$ cat src/rtl/tmr_pkg.sv
package tmr_pkg;
    localparam int EXP_W       = 4;
    localparam int CLK_BITS    = EXP_W + 2;
    localparam int CTL_BITS    = 2;
    localparam int CTL_RST_BIT = 4;

    localparam int OFF_CLK  = 'h00;
    localparam int OFF_CTL  = 'h0C;
    localparam int OFF_VAL  = 'h18;
    localparam int OFF_IVAL = 'h24;
    localparam int OFF_STAT = 'h54;
    localparam int OFF_IEN  = 'h60;
    localparam int STRIDE   = 4;

    typedef struct packed {
        logic             src_b;
        logic [EXP_W-1:0] pexp;
        logic             pre_on;
    } clk_cfg_t;

    typedef struct packed {
        logic ival_mode;
        logic halt;
    } ctl_cfg_t;
endpackage

$ cat src/rtl/tmr_prescale.sv
module tmr_prescale
    import tmr_pkg::*;
(
    input  logic             clk,
    input  logic             rst_n,
    input  logic             tick,
    input  logic             run,
    input  logic             enable,
    input  logic [EXP_W-1:0] pexp,
    input  logic             clear,
    output logic             adv
);
    localparam int DIV_W = (1 << EXP_W) + 1;

    typedef struct packed {
        logic [DIV_W-1:0] acc;
    } pre_state_t;

    pre_state_t       p_d, p_q;
    logic [DIV_W-1:0] lim;

    always_comb begin
        p_d = p_q;
        adv = 1'b0;
        lim = (DIV_W'(1) << (int'(pexp) + 1)) - DIV_W'(1);
        if (clear || !enable) begin
            p_d.acc = '0;
            adv     = !clear && !enable && run && tick;
        end else if (run && tick) begin
            if (p_q.acc >= lim) begin
                p_d.acc = '0;
                adv     = 1'b1;
            end else begin
                p_d.acc = p_q.acc + 1'b1;
            end
        end
    end

    always_ff @(posedge clk or negedge rst_n) begin
        if (!rst_n) p_q <= '0;
        else        p_q <= p_d;
    end

    AST_PRE_HALT: assert property (@(posedge clk) disable iff (!rst_n)
        (!run && enable && !clear) |=> $stable(p_q.acc));

    AST_PRE_CLEAR: assert property (@(posedge clk) disable iff (!rst_n)
        clear |=> (p_q.acc == '0));
endmodule

$ cat src/rtl/tmr_channel.sv
module tmr_channel
    import tmr_pkg::*;
#(
    parameter int CNT_W = 16
) (
    input  logic                clk,
    input  logic                rst_n,
    input  logic                tick_a,
    input  logic                tick_b,
    input  logic                wr_clk,
    input  logic                wr_ctl,
    input  logic                wr_ival,
    input  logic                wr_ien,
    input  logic                st_rd,
    input  logic [CNT_W-1:0]    wdata,
    output logic [CLK_BITS-1:0] clk_word,
    output logic [CTL_BITS-1:0] ctl_word,
    output logic [CNT_W-1:0]    count,
    output logic [CNT_W-1:0]    limit,
    output logic                flag,
    output logic                ien,
    output logic                irq
);
    typedef struct packed {
        clk_cfg_t         ccfg;
        ctl_cfg_t         kcfg;
        logic [CNT_W-1:0] cnt;
        logic [CNT_W-1:0] ival;
        logic             flag;
        logic             ien;
    } ch_state_t;

    ch_state_t s_d, s_q;
    logic      tick_sel;
    logic      rst_cmd;
    logic      adv;
    logic      hit;

    assign tick_sel = s_q.ccfg.src_b ? tick_b : tick_a;
    assign rst_cmd  = wr_ctl & wdata[CTL_RST_BIT];

    tmr_prescale u_pre (
        .clk    (clk),
        .rst_n  (rst_n),
        .tick   (tick_sel),
        .run    (!s_q.kcfg.halt),
        .enable (s_q.ccfg.pre_on),
        .pexp   (s_q.ccfg.pexp),
        .clear  (rst_cmd),
        .adv    (adv)
    );

    always_comb begin
        s_d = s_q;
        hit = 1'b0;
        if (rst_cmd) begin
            s_d.cnt = '0;
        end else if (adv) begin
            if (s_q.kcfg.ival_mode && (s_q.cnt == s_q.ival)) begin
                s_d.cnt = '0;
                hit     = 1'b1;
            end else begin
                s_d.cnt = s_q.cnt + 1'b1;
            end
        end
        s_d.flag = hit | (s_q.flag & ~st_rd);
        if (wr_clk)  s_d.ccfg = clk_cfg_t'(wdata[CLK_BITS-1:0]);
        if (wr_ctl)  s_d.kcfg = ctl_cfg_t'(wdata[CTL_BITS-1:0]);
        if (wr_ival) s_d.ival = wdata;
        if (wr_ien)  s_d.ien  = wdata[0];
    end

    always_ff @(posedge clk or negedge rst_n) begin
        if (!rst_n) begin
            s_q           <= '0;
            s_q.kcfg.halt <= 1'b1;
        end else begin
            s_q <= s_d;
        end
    end

    assign clk_word = s_q.ccfg;
    assign ctl_word = s_q.kcfg;
    assign count    = s_q.cnt;
    assign limit    = s_q.ival;
    assign flag     = s_q.flag;
    assign ien      = s_q.ien;
    assign irq      = s_q.flag & s_q.ien;

    AST_HALT_HOLD: assert property (@(posedge clk) disable iff (!rst_n)
        (s_q.kcfg.halt && !rst_cmd) |=> $stable(s_q.cnt));

    AST_RST_ZERO: assert property (@(posedge clk) disable iff (!rst_n)
        rst_cmd |=> (s_q.cnt == '0));

    AST_FREE_WRAP: assert property (@(posedge clk) disable iff (!rst_n)
        (adv && !rst_cmd && !s_q.kcfg.ival_mode && (s_q.cnt == '1)) |=> (s_q.cnt == '0));

    AST_FLAG_SRC: assert property (@(posedge clk) disable iff (!rst_n)
        $rose(s_q.flag) |-> $past(s_q.kcfg.ival_mode));

    AST_FLAG_KEEP: assert property (@(posedge clk) disable iff (!rst_n)
        (s_q.flag && !st_rd) |=> s_q.flag);
endmodule

$ cat src/rtl/tmr_bank.sv
module tmr_bank
    import tmr_pkg::*;
#(
    parameter int NUM_CH = 3,
    parameter int CNT_W  = 16,
    parameter int ADDR_W = 8,
    parameter int DATA_W = 32
) (
    input  logic              clk,
    input  logic              rst_n,
    input  logic              tick_a,
    input  logic              tick_b,
    input  logic              bus_wr,
    input  logic              bus_rd,
    input  logic [ADDR_W-1:0] bus_addr,
    input  logic [DATA_W-1:0] bus_wdata,
    output logic [DATA_W-1:0] bus_rdata,
    output logic [NUM_CH-1:0] irq
);
    logic [CLK_BITS-1:0] clk_w  [NUM_CH];
    logic [CTL_BITS-1:0] ctl_w  [NUM_CH];
    logic [CNT_W-1:0]    cnt_w  [NUM_CH];
    logic [CNT_W-1:0]    lim_w  [NUM_CH];
    logic [NUM_CH-1:0]   flag_v;
    logic [NUM_CH-1:0]   ien_v;
    logic                unused_wdata;

    assign unused_wdata = ^bus_wdata;

    for (genvar g = 0; g < NUM_CH; g++) begin : g_ch
        localparam logic [ADDR_W-1:0] A_CLK  = ADDR_W'(OFF_CLK  + STRIDE * g);
        localparam logic [ADDR_W-1:0] A_CTL  = ADDR_W'(OFF_CTL  + STRIDE * g);
        localparam logic [ADDR_W-1:0] A_IVAL = ADDR_W'(OFF_IVAL + STRIDE * g);
        localparam logic [ADDR_W-1:0] A_STAT = ADDR_W'(OFF_STAT + STRIDE * g);
        localparam logic [ADDR_W-1:0] A_IEN  = ADDR_W'(OFF_IEN  + STRIDE * g);

        tmr_channel #(.CNT_W(CNT_W)) u_ch (
            .clk      (clk),
            .rst_n    (rst_n),
            .tick_a   (tick_a),
            .tick_b   (tick_b),
            .wr_clk   (bus_wr && (bus_addr == A_CLK)),
            .wr_ctl   (bus_wr && (bus_addr == A_CTL)),
            .wr_ival  (bus_wr && (bus_addr == A_IVAL)),
            .wr_ien   (bus_wr && (bus_addr == A_IEN)),
            .st_rd    (bus_rd && (bus_addr == A_STAT)),
            .wdata    (bus_wdata[CNT_W-1:0]),
            .clk_word (clk_w[g]),
            .ctl_word (ctl_w[g]),
            .count    (cnt_w[g]),
            .limit    (lim_w[g]),
            .flag     (flag_v[g]),
            .ien      (ien_v[g]),
            .irq      (irq[g])
        );
    end

    always_comb begin
        bus_rdata = '0;
        for (int c = 0; c < NUM_CH; c++) begin
            if (bus_addr == ADDR_W'(OFF_CLK + STRIDE * c))  bus_rdata = DATA_W'(clk_w[c]);
            if (bus_addr == ADDR_W'(OFF_CTL + STRIDE * c))  bus_rdata = DATA_W'(ctl_w[c]);
            if (bus_addr == ADDR_W'(OFF_VAL + STRIDE * c))  bus_rdata = DATA_W'(cnt_w[c]);
            if (bus_addr == ADDR_W'(OFF_IVAL + STRIDE * c)) bus_rdata = DATA_W'(lim_w[c]);
            if (bus_addr == ADDR_W'(OFF_STAT + STRIDE * c)) bus_rdata = DATA_W'(flag_v[c]);
            if (bus_addr == ADDR_W'(OFF_IEN + STRIDE * c))  bus_rdata = DATA_W'(ien_v[c]);
        end
    end

    AST_IRQ_NEEDS_FLAG: assert property (@(posedge clk) disable iff (!rst_n)
        $rose(irq[0]) |-> (flag_v[0] && ien_v[0]));
endmodule

$ cat config.mk
export PLATFORM = sky130hd
export DESIGN_NAME = tmr_bank
export DESIGN_NICKNAME = d
export VERILOG_FILES = /design/src/rtl/tmr_pkg.sv /design/src/rtl/tmr_prescale.sv /design/src/rtl/tmr_channel.sv /design/src/rtl/tmr_bank.sv
export SDC_FILE = /design/constraint.sdc
export NUM_CORES = 1
export LEC_CHECK = 0
export ABC_AREA = 1
export BUFFER_PORTS_ARGS = -buffer_cell sky130_fd_sc_hd__buf_2
export CAP_MARGIN = 20
export CORE_MARGIN = 5
export CORE_UTILIZATION = 52
export DETAILED_ROUTE_END_ITERATION = 16
export PLACE_DENSITY = 0.71
export SLEW_MARGIN = 25
export SYNTH_ARGS = -nofsm -noshare
export SYNTH_HDL_FRONTEND = slang
export SYNTH_HIERARCHICAL = 1
export SYNTH_SLANG_ARGS = --single-unit
$ cat constraint.sdc
create_clock -name clk -period 2.9 [get_ports clk]
set_input_delay 0.58 -clock clk [delete_from_list [all_inputs] [get_ports clk]]
set_output_delay 0.58 -clock clk [all_outputs]
set_load 0.02 [all_outputs]
-- Word level (Yosys, flattened, before mapping)
Index checks and enable logic that the tools add are counted.
- flip-flop bits (word level): 177
- input bits: 46
- word-level logic and storage cells: 189
- add/sub/neg operators: 12
- order comparisons: 3
- eq/ne operators: 20
- shift-type cells: 3
- multiplexer cells: 57
- bitwise logic cells: 15
- reductions and logical operators: 49
- operators with widths (kind ; number):
    2-to-1 mux 32 bit ; 17
    2-to-1 mux 17 bit ; 9
    2-to-1 mux 16 bit ; 9
    left shift 1 x 32 -> 17 bit (first input constant) ; 3
    adder 17 x 1 -> 17 bit (second input constant) ; 3
    greater-or-equal comparator 17 bit ; 3
    subtractor 17 x 2 -> 17 bit (second input constant) ; 3
    adder 16 x 1 -> 16 bit (second input constant) ; 3
    == test 16 bit ; 3
    == test 8 x 7 -> 1 bit (second input constant) ; 6
    == test 8 x 5 -> 1 bit (second input constant) ; 4
    == test 8 x 6 -> 1 bit (second input constant) ; 4
    logical AND 1 bit ; 30
    2-to-1 mux 1 bit ; 21
    == test 8 x 4 -> 1 bit (second input constant) ; 2
    adder 4 x 1 -> 5 bit (second input constant) ; 3
    nonzero test 2 bit ; 6
    bitwise AND 1 bit ; 9
    zero test 1 bit ; 9
    == test 8 x 3 -> 1 bit (second input constant) ; 1
    zero test 8 bit ; 1
    2-to-1 mux 6 bit ; 1
    logical OR 1 bit ; 3
    NOT 1 bit ; 3
    bitwise OR 1 bit ; 3

-- Depth between registers and ports, before layout
Gate-level depths: netlist of the first run.
- depth after elaboration: 19
- gate-level depth with buffers: 30
- mapped depth without buffers: 30

-- By module
Netlist of the first run, hierarchy kept.
- by module, submodules not included (module ; times used ; cells each ; area an instance (µm²) ; seq. area each (µm²)):
    tmr_channel ; 3 ; 272 ; 2214.6 ; 1052.3
    tmr_prescale at g_ch[0].u_ch.u_pre ... ; 2 ; 254 ; 1793.0 ; 425.4
    tmr_prescale at g_ch[2].u_ch.u_pre ; 1 ; 328 ; 2067.0 ; 425.4
    tmr_bank ; 1 ; 267 ; 1356.3 ; 0.0

-- Worst setup path before layout of the first run
Ideal clock, no wire load.
- path kind: register -> register
- start: register g_ch[0].u_ch.s_q, in the netlist g_ch[0].u_ch/clk_word[1]
- end: register g_ch[0].u_ch.s_q, in the netlist g_ch[0].u_ch/count[10]
- setup time: 0.123 ns
- data arrival time: 3.023 ns
- slack: -0.246 ns
- cell stages (with the launch flop): 29
- cells stage by stage: dfrtp_1 nor2_1 inv_1 nor2_1 nand2_1 ha_1 inv_1 nor2_4 nand2_2 nor2_4 nand2_2 xor2_1 ha_1 nand2_1 nor2_1 a21boi_0 nor2_1 nand2_1 nor2_4 nand2_1 nand3_1 inv_1 inv_1 nand2_2 inv_2 nor3_2 nand2_1 xor2_1 a21oi_2
- longest elaborated chain between the ends: 8
- RTL lines (item ; RTL line ; source):
    start: declaration ; tmr_channel.sv:33 ; ch_state_t s_d, s_q;
    adder 4 x 1 -> 5 bit ; tmr_prescale.sv:25 ; lim = (DIV_W'(1) << (int'(pexp) + 1)) - DIV_W'(1);
    left shift 1 x 32 -> 17 bit ; tmr_prescale.sv:25 ;
    subtractor 17 x 2 -> 17 bit ; tmr_prescale.sv:25 ;
    greater-or-equal comparator 17 bit ; tmr_prescale.sv:30 ; if (p_q.acc >= lim) begin
    2-to-1 mux 1 bit ; tmr_prescale.sv:30 ;
    2-to-1 mux 1 bit ; tmr_prescale.sv:29 ; end else if (run && tick) begin
    2-to-1 mux 1 bit ; tmr_prescale.sv:26 ; if (clear || !enable) begin
    net g_ch[0].u_ch.adv ; tmr_channel.sv:36 ; logic adv;
    nonzero test 2 bit (no line) ; -- ;
The timed path passes the listed nets, and every way through them passes these cells.
A chain may end at the register's enable or synchronous reset.

-- Worst setup path in the final report of the first run
Ends and elaborated chain as after synthesis.

==> impl_results.md, run 1 <==
* Status: complete, but fails checks
* Failing checks: setup timing
* Antenna violations before repair at 3
* Number of synthesized flops with an enable pin at 0
* CTS tree: done
* Final Skew at 0.0173 ns
* Crit share post-route at 1.17
* Pwr per Cell Area at ~440 nW/um^2
* Yosys warns at 6
* Starting Density at 0.525
* Number of global-route vias before repair at 13100
* Boundary Pins at 81
* Final Util at 0.657
* FF-to-FF setup slack at -0.48 ns
* CTS max path bufs at 2
* Cell taking the most area after synthesis: dfrtp_1
* DRC at 0
* Post-synth cell types at 51
* DRT iter0 DRCs at 888
* Max-Cap Viols at 0
* CP Capture Point: g_ch[0].u_ch/count[10]
* Area share of the largest cell type after synthesis at 0.319
* Dpl hpwl at 28.5 mm
* Sink Count at ~180
* Worst setup margin at -0.483 ns
* Mux contribution to synthesized area at 0.0198
* FP Rows at 59
* H-tree Lvls at 4
* Syn Area/Cell at 7.11 um^2
* Die width at 172 um
* Peak supply drop at around 0.00038 V
* Post-synthesis xor/xnor area fraction at 0.0550
* Syn Inst Count at 1919
* Mapped cell area at 13700 um^2
* Tightest Pin Transition at just over 0.7 ns
* Length in cells of the worst reg-to-reg path at 29
* RSZ-0062 raised after global routing: yes
* Slowest stage cell, crit path: dfrtp_1
* Die H at 172 um
* Synth Register Bits at 177
* Num CTS Buffers at 17
* Setup violations, final at 77
* Static leakage at 8.60 nW
* Nets at 2259
* CP Class: reg -> reg
* Clock Pin Slew Worst Setup and Hold Paths at ~0.08 ns
* Post-synth ARST share at 1.00
* Worst slew margin at 0.519
* Slew Limit Fails at 0
* Synth Area in Adders at 0.0550
* Dominant cells by area after synthesis: dfrtp_1 (32%), nand2_1 (16%), inv_1 (5.9%)
* PortBufs at between 40 and 50
* Most common cell in the synthesized netlist: nand2_1
* Largest net degree at the start of global routing at between 70 and 80
* FF-to-FF Start: g_ch[0].u_ch/clk_word[1]
* Max Freq at ~300 MHz
* Core Region at ~26000 um^2
* Share of layout cells above drive strength 1 at 0.290
* Ys flop type: dfrtp_1
* Critical Path Max Stage Delay at 0.38 ns
* Placement Setup Slack at -0.531 ns
* ANT nets after route at 0
* Crit Reg-Reg Endpoint: g_ch[0].u_ch/count[10]
* GR Overflow Total at 0
* Startpoint Class: flip-flop
* Final WL at 39.5 mm
* GRT Util Overall at 0.266
* Largest family of logic cells by synthesized area: simple AND/OR/NAND/NOR gates
* Post-synth top cells: nand2_1 (599), inv_1 (214), dfrtp_1 (174)
* Required @ worst endpoint at around 3.3 ns
* Min Hold Slack at 0.181 ns
* Pwr Total at approximately 7.5 mW
* Placed insts at 2419
* Drt wl/cell at about 16 um
* CP startpoint: g_ch[0].u_ch/clk_word[1]
* Root Buffer: clkbuf_16
* Hold Crit Class: in -> async
* Vias at 13400
* Worst-Skew Late Latency at roughly 0.44 ns
* Tmin final at 3.38 ns
* Sequential cell area fraction in the yosys report at 0.325
* Worst Path Arrival at 3.75 ns
* Layout area overhead at 25.1%
* Hold buffer count at CTS at 0
* Worst-path fanout max at 6
* Crit path capture type: flip-flop
* Pre-antenna DRT Iters at 5
* GP Congestion at between 0.9 and 1
* DIE AREA at a little under 30000 um^2
* Vias per inst at ~5.3
* Post-synthesis compound-gate area fraction at 0.0994
* Most used cell, CP: nor2_4
* Simple-gate share of the synthesized area at 0.353
* Hold Fails Final Rpt at 0
* Final Non-Filler Cells at 2504
* First-pass GRT wire length at 63.7 mm
## worst min path at each step
stage	from	to	slack, ns	depth (start not counted)
final	rst_n	g_ch[0].u_ch/u_pre/p_q[0]	0.18	1
after global placement	g_ch[0].u_ch/ctl_word[0]	g_ch[0].u_ch/ctl_word[0]	0.49	2
after global routing	rst_n	g_ch[0].u_ch/u_pre/p_q[0]	0.22	1
after CTS	rst_n	g_ch[0].u_ch/u_pre/p_q[0]	0.20	1
after detailed placement	g_ch[1].u_ch/ctl_word[0]	g_ch[1].u_ch/ctl_word[0]	0.51	2
after floorplan	rst_n	g_ch[0].u_ch/clk_word[0]	0.28	0
## cell usage in the layout, fill, tap and decap left out, types with 4 or more instances in the layout
cell / n
inv_2: 33
inv_8: 5
a21oi_2: 19
nand3_2: 19
clkbuf_16: 17
a221oi_2: 7
a21oi_1: 39
ha_4: 5
nor2_1: 140
buf_2: 47
o21ai_1: 21
mux2_2: 24
dfrtp_1: 173
inv_6: 6
xnor2_1: 17
o22ai_1: 4
nor2_4: 33
nand3_4: 5
nor3_1: 10
nand3_1: 113
conb_1: 22
buf_12: 6
nand4_1: 43
inv_1: 200
nor3_4: 8
ha_1: 53
nand2_1: 562
nor2_2: 34
buf_6: 28
a221oi_1: 5
nand2_2: 60
nand2_4: 16
xor2_1: 63
o21ai_0: 60
buf_4: 171
o21ai_2: 46
## area by class of cell
cell class	instances	area (um^2)
well taps	335	419
flip-flops and latches	177	4430
clock buffers	18	439
diodes	3	7.51
repair buffers	254	1980
clock inverters	14	183
inverters	238	911
multi-input cells	1465	8700
fillers	2215	8910
## flip-flops by register name, indices dropped and copies added, names as in the netlist
name	cells
g_ch.u_ch/u_pre/p_q	51
g_ch.u_ch/clk_word	18
g_ch.u_ch/limit	48
g_ch.u_ch/count	48
g_ch.u_ch/ien	3
g_ch.u_ch/flag	3
g_ch.u_ch/ctl_word	6
## power breakdown
| part | total [mW] | leakage (nW) | internal [mW] | switching (mW) |
|---|---|---|---|---|
| Clock | 2.49 | 0.301 | 1.34 | 1.15 |
| Sequential | 3.04 | 2.14 | 2.69 | 0.345 |
| Combinational | 1.93 | 6.16 | 0.752 | 1.18 |
| Total | 7.46 | 8.60 | 4.79 | 2.67 |
## timing repair
action | 4_1_cts | 5_1_grt
setup endpoints to repair | 93 | 109
setup buffers | 34 | 21
pin swaps | 49 | 88
gates cloned | 1 | 0
gates resized for setup | 106 | 98
## metal layers
layer | vias to the layer above | global-route usage | share of wire
li1 | 6588 | - | -
met1 | 6283 | 0.334 | 0.42
met2 | 371 | 0.460 | 0.50
met3 | 102 | 0.0418 | 0.047
met4 | 6 | 0.102 | 0.036
met5 | - | 0 | 0.0012
## logic make-up (layout without fill, tap and decap cells)
logic type	after synthesis	count (layout)
compound gates	216	216
xor+xnor	84	84
fa+ha+maj	60	60
buf+inv	295	524
flops	177	177
mux	24	24
other cells	4	25
simple gates	1059	1059
## metrics by stage
stage               TNS, ns  cell area, um^2
finish               -19.80            17100
global placement     -13.40            15300
CTS                  -13.91            16500
global route         -39.88            17100
detailed placement   -17.33            15300
floorplan            -0.336            13800
## worst max-delay path, delay by kind of cell, from the launching register on
family | cells | cell delay, ns
AOI/OAI and AO/OA | 1 | 0.13
buffers and inverters | 5 | 0.29
xor gates and xnor gates | 2 | 0.29
DFF | 1 | 0.38
and+or+nand+nor | 19 | 1.78
adders and majority gates | 2 | 0.45
(Power assumes the default switching activity.)
==> run 2, diff against run 1 <==
Settings changed: ABC_AREA 1 to default, PLACE_DENSITY 0.71 to 0.68.
Clock period 2.9 ns to 3.3 ns, I/O delays scaled along.
==> run 2 against run 1 <==
  * The flow still finishes with violations (setup timing)
  * Sequential power decreased by 22%
  * Global-route usage grew 0.79 points
  * Cell count shrank 24%
  * Register-to-register slack gained 0.36 ns
  * Via count decreased by 11%
  * Sequential cell count did not move
  * First-iteration DRC count grew 26%
  * Clock skew down 0.0052 ns
  * Combinational power is 52% lower
  * Clock-buffer cell count stayed put
  * Critical path depth shrank 10
  * Hold slack better by 0.068 ns
  * Critical endpoint is now g_ch[2].u_ch/count[13]
  * Largest cell class unchanged
  * Largest power group unchanged
==> impl_results.md, run 2 <==
* PortBufs at 48 (unchanged)
* Worst-path fanout max at 7 (+1)
* CTS tree: done
* Antenna violations before repair at 0 (-3)
* Hold buffer count at CTS at 0 (unchanged)
* DRT iter0 DRCs at 1120 (+26%)
* Root Buffer: clkbuf_16
* Worst slew margin at 0.531 (+0.0120)
* Mapped cell area at 12500 um^2 (-8.5%)
* Vias at 11900 (-11%)
* Vias per inst at 6.25 (+17%)
* Dpl hpwl at 26.3 mm (-7.8%)
* Critical Path Max Stage Delay at 0.38 ns (about the same)
* FP Rows at 56 (-5.1%)
* Crit-path cells: or2_4, nand2b_4, ha_4, nor2b_4, a21oi_2, nor2_2, a21oi_2, ha_1, nand4_1, a21oi_2, a21oi_2, or3_1, a21boi_2, clkinv_2, buf_4, buf_6, nor3_4, buf_6, nor3_1
* ANT nets after route at 0 (unchanged)
* DIE AREA at 27200 um^2 (-8.1%)
* Yosys warns at 6 (unchanged)
* Top reg by flops: g_ch.u_ch/u_pre/p_q
* FILL cells at 2003 (-9.6%)
* Dominant cells by area after synthesis: dfrtp_1 (35%), mux2_2 (6.9%), ha_1 (6.0%)
* Core Region at 23500 um^2 (-9.4%)
* Sequential cell area fraction in the yosys report at 0.355 (+0.0303)
* Metal3 WL at 2.51 mm (+35%)
* Number of synthesized flops with an enable pin at 0 (unchanged)
* GP Congestion at 0.962 (+4.1%)
* Static leakage at 6.80 nW (-21%)
* Hold Fails Final Rpt at 0 (unchanged)
* Min Hold Slack at 0.249 ns (+0.0680 ns)
* Pwr per Cell Area at 364 nW/um^2 (-17%)
* Top delay family on crit path: simple AND/OR/NAND/NOR gates
* GR Overflow Total at 0 (unchanged)
* Top Metal Used: met4
* Layout area overhead at 22.4%
* Largest net degree at the start of global routing at 82 (+3.8%)
* Number of diodes at 0 (-3)
* CP Buf/Inv Count at 4 (-1)
* Setup violations, final at 15 (-81%)
* RSZ-0062 raised after global routing: yes
* Post-synth cell types at 78 (+53%)
* Starting Density at 0.530 (+0.00498)
* H-tree Lvls at 4 (unchanged)
* Clock Pin Slew Worst Setup and Hold Paths at 0.08 ns (about the same)
* P_sw at 1.71 mW (-36%)
* Crit path capture type: flip-flop
* Hold Crit Class: in -> async
* Num CTS Buffers at 17 (unchanged)
* Startpoint Class: flip-flop
* Most common cell in the synthesized netlist: dfrtp_1
* Required @ worst endpoint at 3.62 ns (+0.35 ns)
* Final WL at 37.8 mm (-4.3%)
* Syn Inst Count at 1425 (-26%)
* Max FFs per register at 51 (unchanged)
* Tmin final at 3.42 ns (+0.0404 ns)
* GRT Util Overall at 0.273 (+0.00788)
* Met2 WL at 18.1 mm (-8.1%)
* Pre-antenna DRT Iters at 5 (unchanged)
* Sink Count at 177 (unchanged)
* Peak supply drop at 0.000348 V (-8.5%)
* Clock power frac at 0.405 (+0.071)
* Die width at 165 um (-4.1%)
* Tightest Pin Transition at 0.703 ns (-0.0180 ns)
* Post-synth ARST share at 1.00 (unchanged)
* Area share of the largest cell type after synthesis at 0.349 (+0.0298)
* Failing checks: setup timing
* Final Skew at 0.0122 ns (-0.00517 ns)
* Ys flop type: dfrtp_1
* Sw Ratio at 0.308 (-0.0506)
* DRC at 0 (unchanged)
* Cell taking the most area after synthesis: dfrtp_1
* Worst-Skew Late Latency at 0.44 ns (about the same)
* Status: complete, but fails checks
* Crit share post-route at 1.04 (-0.129)
* CTS max path bufs at 2 (unchanged)
* Synth Register Bits at 177 (unchanged)
* Logic pwr share at 0.166 (-0.093)
* Syn Area/Cell at 8.76 um^2 (+23%)
* Internal power at 3.85 mW (-20%)
* Most used cell, CP: a21oi_2
* Metal-1 WL at 16.5 mm (+0.66%)
* First-pass GRT wire length at 59.5 mm (-6.6%)
* Worst setup margin at -0.123 ns (+0.360 ns)
* Nets at 1674 (-26%)
* Number of global-route vias before repair at 11200 (-14%)
* Max Freq at 292 MHz (-1.2%)
* Reg power frac at 0.429 (+0.022)
* Slowest stage cell, crit path: dfrtp_1
* Dpl cell area at 13900 um^2 (-9.2%)
* Slew Limit Fails at 0 (unchanged)
* Final Util at 0.649 (-0.00803)
* Leading cell types in the layout, fill and taps excluded: dfrtp_1 (174), buf_4 (144), nand3_1 (125)
* CP Class: reg -> reg
* Worst Path Arrival at 3.74 ns (about the same)
* Share of layout cells above drive strength 1 at 0.284 (-0.00640)
* Die H at 165 um (-4.1%)
* Most common cell after layout, fill and taps aside: dfrtp_1
* Max-Cap Viols at 0 (unchanged)
* Post-synth top cells: dfrtp_1 (174), nand3_1 (126), nor2_1 (101)
* Post-route cell area at 15300 um^2 (-11%)
* Boundary Pins at 81 (unchanged)
* Drt wl/cell at 19.9 um (+26%)
* Pwr Total at 5.56 mW (-25%)
run 2: cell types whose count changed after synthesis, sizes merged, moves of 32 or more:
cell,before,now
nor3,21,53
inv,238,46
mux2,24,76
a22oi,0,37
o21ai,127,81
clkbuf,18,61
nor2,208,101
nand2,640,100
run 2: area by class of cell:
class	count	area, um^2	area share
well taps	319	399	0.0261
clock inverters	14	215	0.0141
multi-input cells	1113	8030	0.525
inverters	52	204	0.0133
clock buffers	18	439	0.0287
repair buffers	207	1570	0.102
flip-flops and latches	177	4430	0.290
run 2: routing by layer:
metal / GRT usage / up-vias
li1: - / 5529
met1: 0.394 / 5845
met2: 0.443 / 466
met3: 0.0319 / 43
met4: 0.0620 / 0
met5: 0 / -
run 2: path summary, 6_finish.rpt:
kind	to	start	slack, ns	cells past startpoint
setup / recovery	g_ch[2].u_ch/count[13]	g_ch[2].u_ch/clk_word[1]	-0.12	19
hold / removal	g_ch[1].u_ch/u_pre/p_q[8]	rst_n	0.25	1
setup reg to reg	g_ch[2].u_ch/count[13]	g_ch[2].u_ch/clk_word[1]	-0.12	19
hold reg to reg	g_ch[1].u_ch/ctl_word[0]	g_ch[1].u_ch/ctl_word[0]	0.50	2
max in group asynchronous	g_ch[2].u_ch/count[13]	rst_n	2.26	2
min in group clk	g_ch[2].u_ch/limit[8]	bus_wdata[8]	0.47	2
run 2: cells by family after synthesis:
family | count (synthesis) | synth area share
simple gates | 566 | 0.241
compound gates | 322 | 0.170
flops | 177 | 0.355
buf+inv | 153 | 0.0560
mux | 83 | 0.0741
fa+ha+maj | 60 | 0.0601
xor+xnor | 60 | 0.0421
other cells | 4 | 0.00120
run 2: power groups by stage:
stage / clock (mW) / sequential [mW] / combinational, mW
3_3_place_gp: 0 / 2.42 / 0.789
6_report: 2.25 / 2.38 / 0.924
5_1_grt: 2.37 / 2.40 / 1.00
2_1_floorplan: 0 / 2.38 / 0.503
3_5_place_dp: 0 / 2.42 / 0.806
4_1_cts: 2.29 / 2.38 / 0.842
run 2: timing repair:
action,4_1_cts,5_1_grt
gates resized for setup,38,99
cloned,1,2
setup endpoints to repair,38,77
buffers inserted,5,13
pin swaps,17,47
run 2: stage by stage:
step	std cells	setup TNS [ns]	setup WS (ns)
after floorplan	1443	0	0.0000784
after global placement	1848	-1.92	-0.196
after detailed placement	1848	-3.80	-0.231
after CTS	1885	-0.451	-0.118
after global routing	1900	-4.71	-0.275
final	1900	-1.48	-0.123
==> run 3, diff against run 2 <==
==> constraint.sdc (replaced) <==
create_clock -name clk -period 3.3 [get_ports clk]
set_input_delay 0.66 -clock clk [delete_from_list [all_inputs] [get_ports clk]]
set_output_delay 0.66 -clock clk [all_outputs]
set_load 0.1 [all_outputs]
==> run 3 against run 2 <==
  * The flow still finishes with violations (setup timing)
  * Register-to-register slack improved by 0.07 ns
  * Sequential cell count did not move
  * Die area unchanged
  * Non-clock buffer count shrank 17
  * Hold slack lost 0.069 ns
  * Combinational power up 4.9%
  * Critical endpoint is now g_ch[2].u_ch/count[7]
  * Largest power group unchanged
  * Highest routed layer is now met5
==> impl_results.md, run 3 (synthesized netlist as in run 2, its figures left out) <==
* PortBufs at 48 (unchanged)
* Worst-Skew Late Latency at 0.46 ns (+0.02 ns)
* Tmin final at 3.36 ns (-0.0650 ns)
* Number of diodes at 0 (unchanged)
* Min Hold Slack at 0.179 ns (-0.0694 ns)
* Max Freq at 298 MHz (+1.9%)
* Antenna violations before repair at 1 (+1)
* Max FFs per register at 51 (unchanged)
* H-tree Lvls at 4 (unchanged)
* DRT iter0 DRCs at 1004 (-10%)
* FF-to-FF setup slack at -0.06 ns (+0.07 ns)
* CP Class: reg -> reg
* Worst Path Arrival at 3.72 ns (-0.02 ns)
* Nets at 1657 (-1.0%)
* Drt wl/cell at 19.4 um (-2.4%)
* GR Overflow Total at 0 (unchanged)
* FP Rows at 56 (unchanged)
* Required @ worst endpoint at 3.66 ns (+0.04 ns)
* Vias per inst at 6.18 (-1.2%)
* Pwr per Cell Area at 354 nW/um^2 (-2.6%)
* ANT nets after route at 0 (unchanged)
* CTS max path bufs at 2 (unchanged)
* Leading cell types in the layout, fill and taps excluded: dfrtp_1 (174), buf_4 (126), nand3_1 (115)
* Status: complete, but fails checks
* Crit Reg-Reg Endpoint: g_ch[2].u_ch/count[7]
* Top reg by flops: g_ch.u_ch/u_pre/p_q
* DIE AREA at 27200 um^2 (unchanged)
* GP Congestion at 0.946 (-1.6%)
* Static leakage at 6.76 nW (-0.51%)
* Startpoint Class: flip-flop
* Share of layout cells above drive strength 1 at 0.283 (-0.00139)
* Largest net degree at the start of global routing at 66 (-20%)
* Number of global-route vias before repair at 11000 (-2.1%)
* Vias at 11600 (-2.1%)
* FF-to-FF Start: g_ch[2].u_ch/clk_word[1]
* CTS tree: done
* DRC at 0 (unchanged)
* Dpl hpwl at 26.1 mm (-0.60%)
* Slew Limit Fails at 0 (unchanged)
* First-pass GRT wire length at 57.5 mm (-3.4%)
* Crit share post-route at 1.02 (-0.0197)
* Length in cells of the worst reg-to-reg path at 16 (-3)
* Worst setup margin at -0.0580 ns (+0.0650 ns)
* Layout area overhead at 23.0%
* Dpl cell area at 14200 um^2 (+2.1%)
* Tightest Pin Transition at 0.700 ns (-0.00312 ns)
* TNS Setup at -0.213 ns (+1.26 ns)
* Num CTS Buffers at 17 (unchanged)
* Post-route cell area at 15400 um^2 (+0.47%)
* Hold Fails Final Rpt at 0 (unchanged)
* Sink Count at 177 (unchanged)
* Worst-path fanout max at 5 (-2)
* Pre-antenna DRT Iters at 5 (unchanged)
* Most common cell after layout, fill and taps aside: dfrtp_1
* FILL cells at 1937 (-3.3%)
* Core Region at 23500 um^2 (unchanged)
* Die width at 165 um (unchanged)
* Failing checks: setup timing
* Max-Cap Viols at 0 (unchanged)
* Hold buffer count at CTS at 0 (unchanged)
* Die H at 165 um (unchanged)
* Hold Crit Class: in -> async
* Root Buffer: clkbuf_16
* Boundary Pins at 81 (unchanged)
* Peak supply drop at 0.000298 V (-14%)
* Crit path capture type: flip-flop
* RSZ-0062 raised after global routing: yes
* Clock Pin Slew Worst Setup and Hold Paths at 0.09 ns (about the same)
* Final Skew at 0.0161 ns (+0.00397 ns)
* Final WL at 36.5 mm (-3.3%)
* Worst slew margin at 0.534 (+0.00208)
* GRT Util Overall at 0.265 (-0.00828)
* Setup violations, final at 5 (-10)
* Starting Density at 0.530 (unchanged)
-- run 3: layout make-up --
type	count	area [um^2]	share of cell area
Clock inverter	15	166	0.0108
Inverter	52	203	0.0132
Timing Repair Buffer	190	1640	0.107
Clock buffer	17	425	0.0277
Sequential cell	177	4430	0.289
Tap cell	319	399	0.0260
Multi-Input combinational cell	1113	8080	0.526
-- run 3: worst max-delay path, stage by stage (launching register included) --
cell and delay (ns):
dfrtp_1 0.38, or2_4 0.25, nand2b_4 0.15, ha_4 0.20
nor2b_4 0.13, buf_6 0.10, nor3b_2 0.13, a21oi_1 0.06
ha_1 0.34, nand4_1 0.16, or3_4 0.43, a21boi_4 0.19
inv_4 0.06, a211o_4 0.36, nor2_2 0.10, xnor2_1 0.08
nor3_1 0.16
-- run 3: per-layer routing --
layer,global-route usage,vias to the layer above,routed length (um)
met1,0.369,5680,16100
met3,0.0437,65,2310
met2,0.429,410,17300
met4,0.0733,2,816
li1,-,5481,-
met5,0,-,11
-- run 3: worst max path at each step --
stage / cells past startpoint / slack, ns / endpoint / from
6_report: 16 / -0.06 / g_ch[2].u_ch/count[7] / g_ch[2].u_ch/clk_word[1]
5_1_grt: 16 / -0.22 / g_ch[2].u_ch/count[9] / g_ch[2].u_ch/clk_word[1]
4_1_cts: 18 / -0.05 / g_ch[2].u_ch/count[15] / g_ch[2].u_ch/clk_word[1]
3_5_place_dp: 17 / -0.18 / g_ch[1].u_ch/count[15] / g_ch[1].u_ch/clk_word[2]
3_3_place_gp: 17 / -0.15 / g_ch[1].u_ch/count[6] / g_ch[1].u_ch/clk_word[2]
2_1_floorplan: 5 / -0.09 / bus_rdata[2] / bus_addr[6]
-- run 3: what timing repair did --
item | CTS | global route
buffers inserted | 5 | 10
gates cloned | 0 | 2
pin swaps | 15 | 34
setup endpoints to repair | 60 | 78
resized for setup | 19 | 82
-- run 3: power breakdown --
part	internal (mW)	switching, mW	leakage (nW)
combinational	0.388	0.581	4.05
sequential	2.25	0.139	2.43
clock	1.02	1.06	0.288
-- run 3: metrics by stage --
| step | cells | utilization | setup slack (ns) | power (mW) |
|---|---|---|---|---|
| final | 1883 | 0.652 | -0.0580 | 5.44 |
| after global routing | 1883 | 0.652 | -0.224 | 5.64 |
| after CTS | 1873 | 0.634 | -0.0476 | 5.39 |
| after detailed placement | 1836 | 0.605 | -0.176 | 3.30 |
| after global placement | 1836 | 0.605 | -0.147 | 3.28 |
| after floorplan | 1443 | - | -0.0901 | 2.96 |
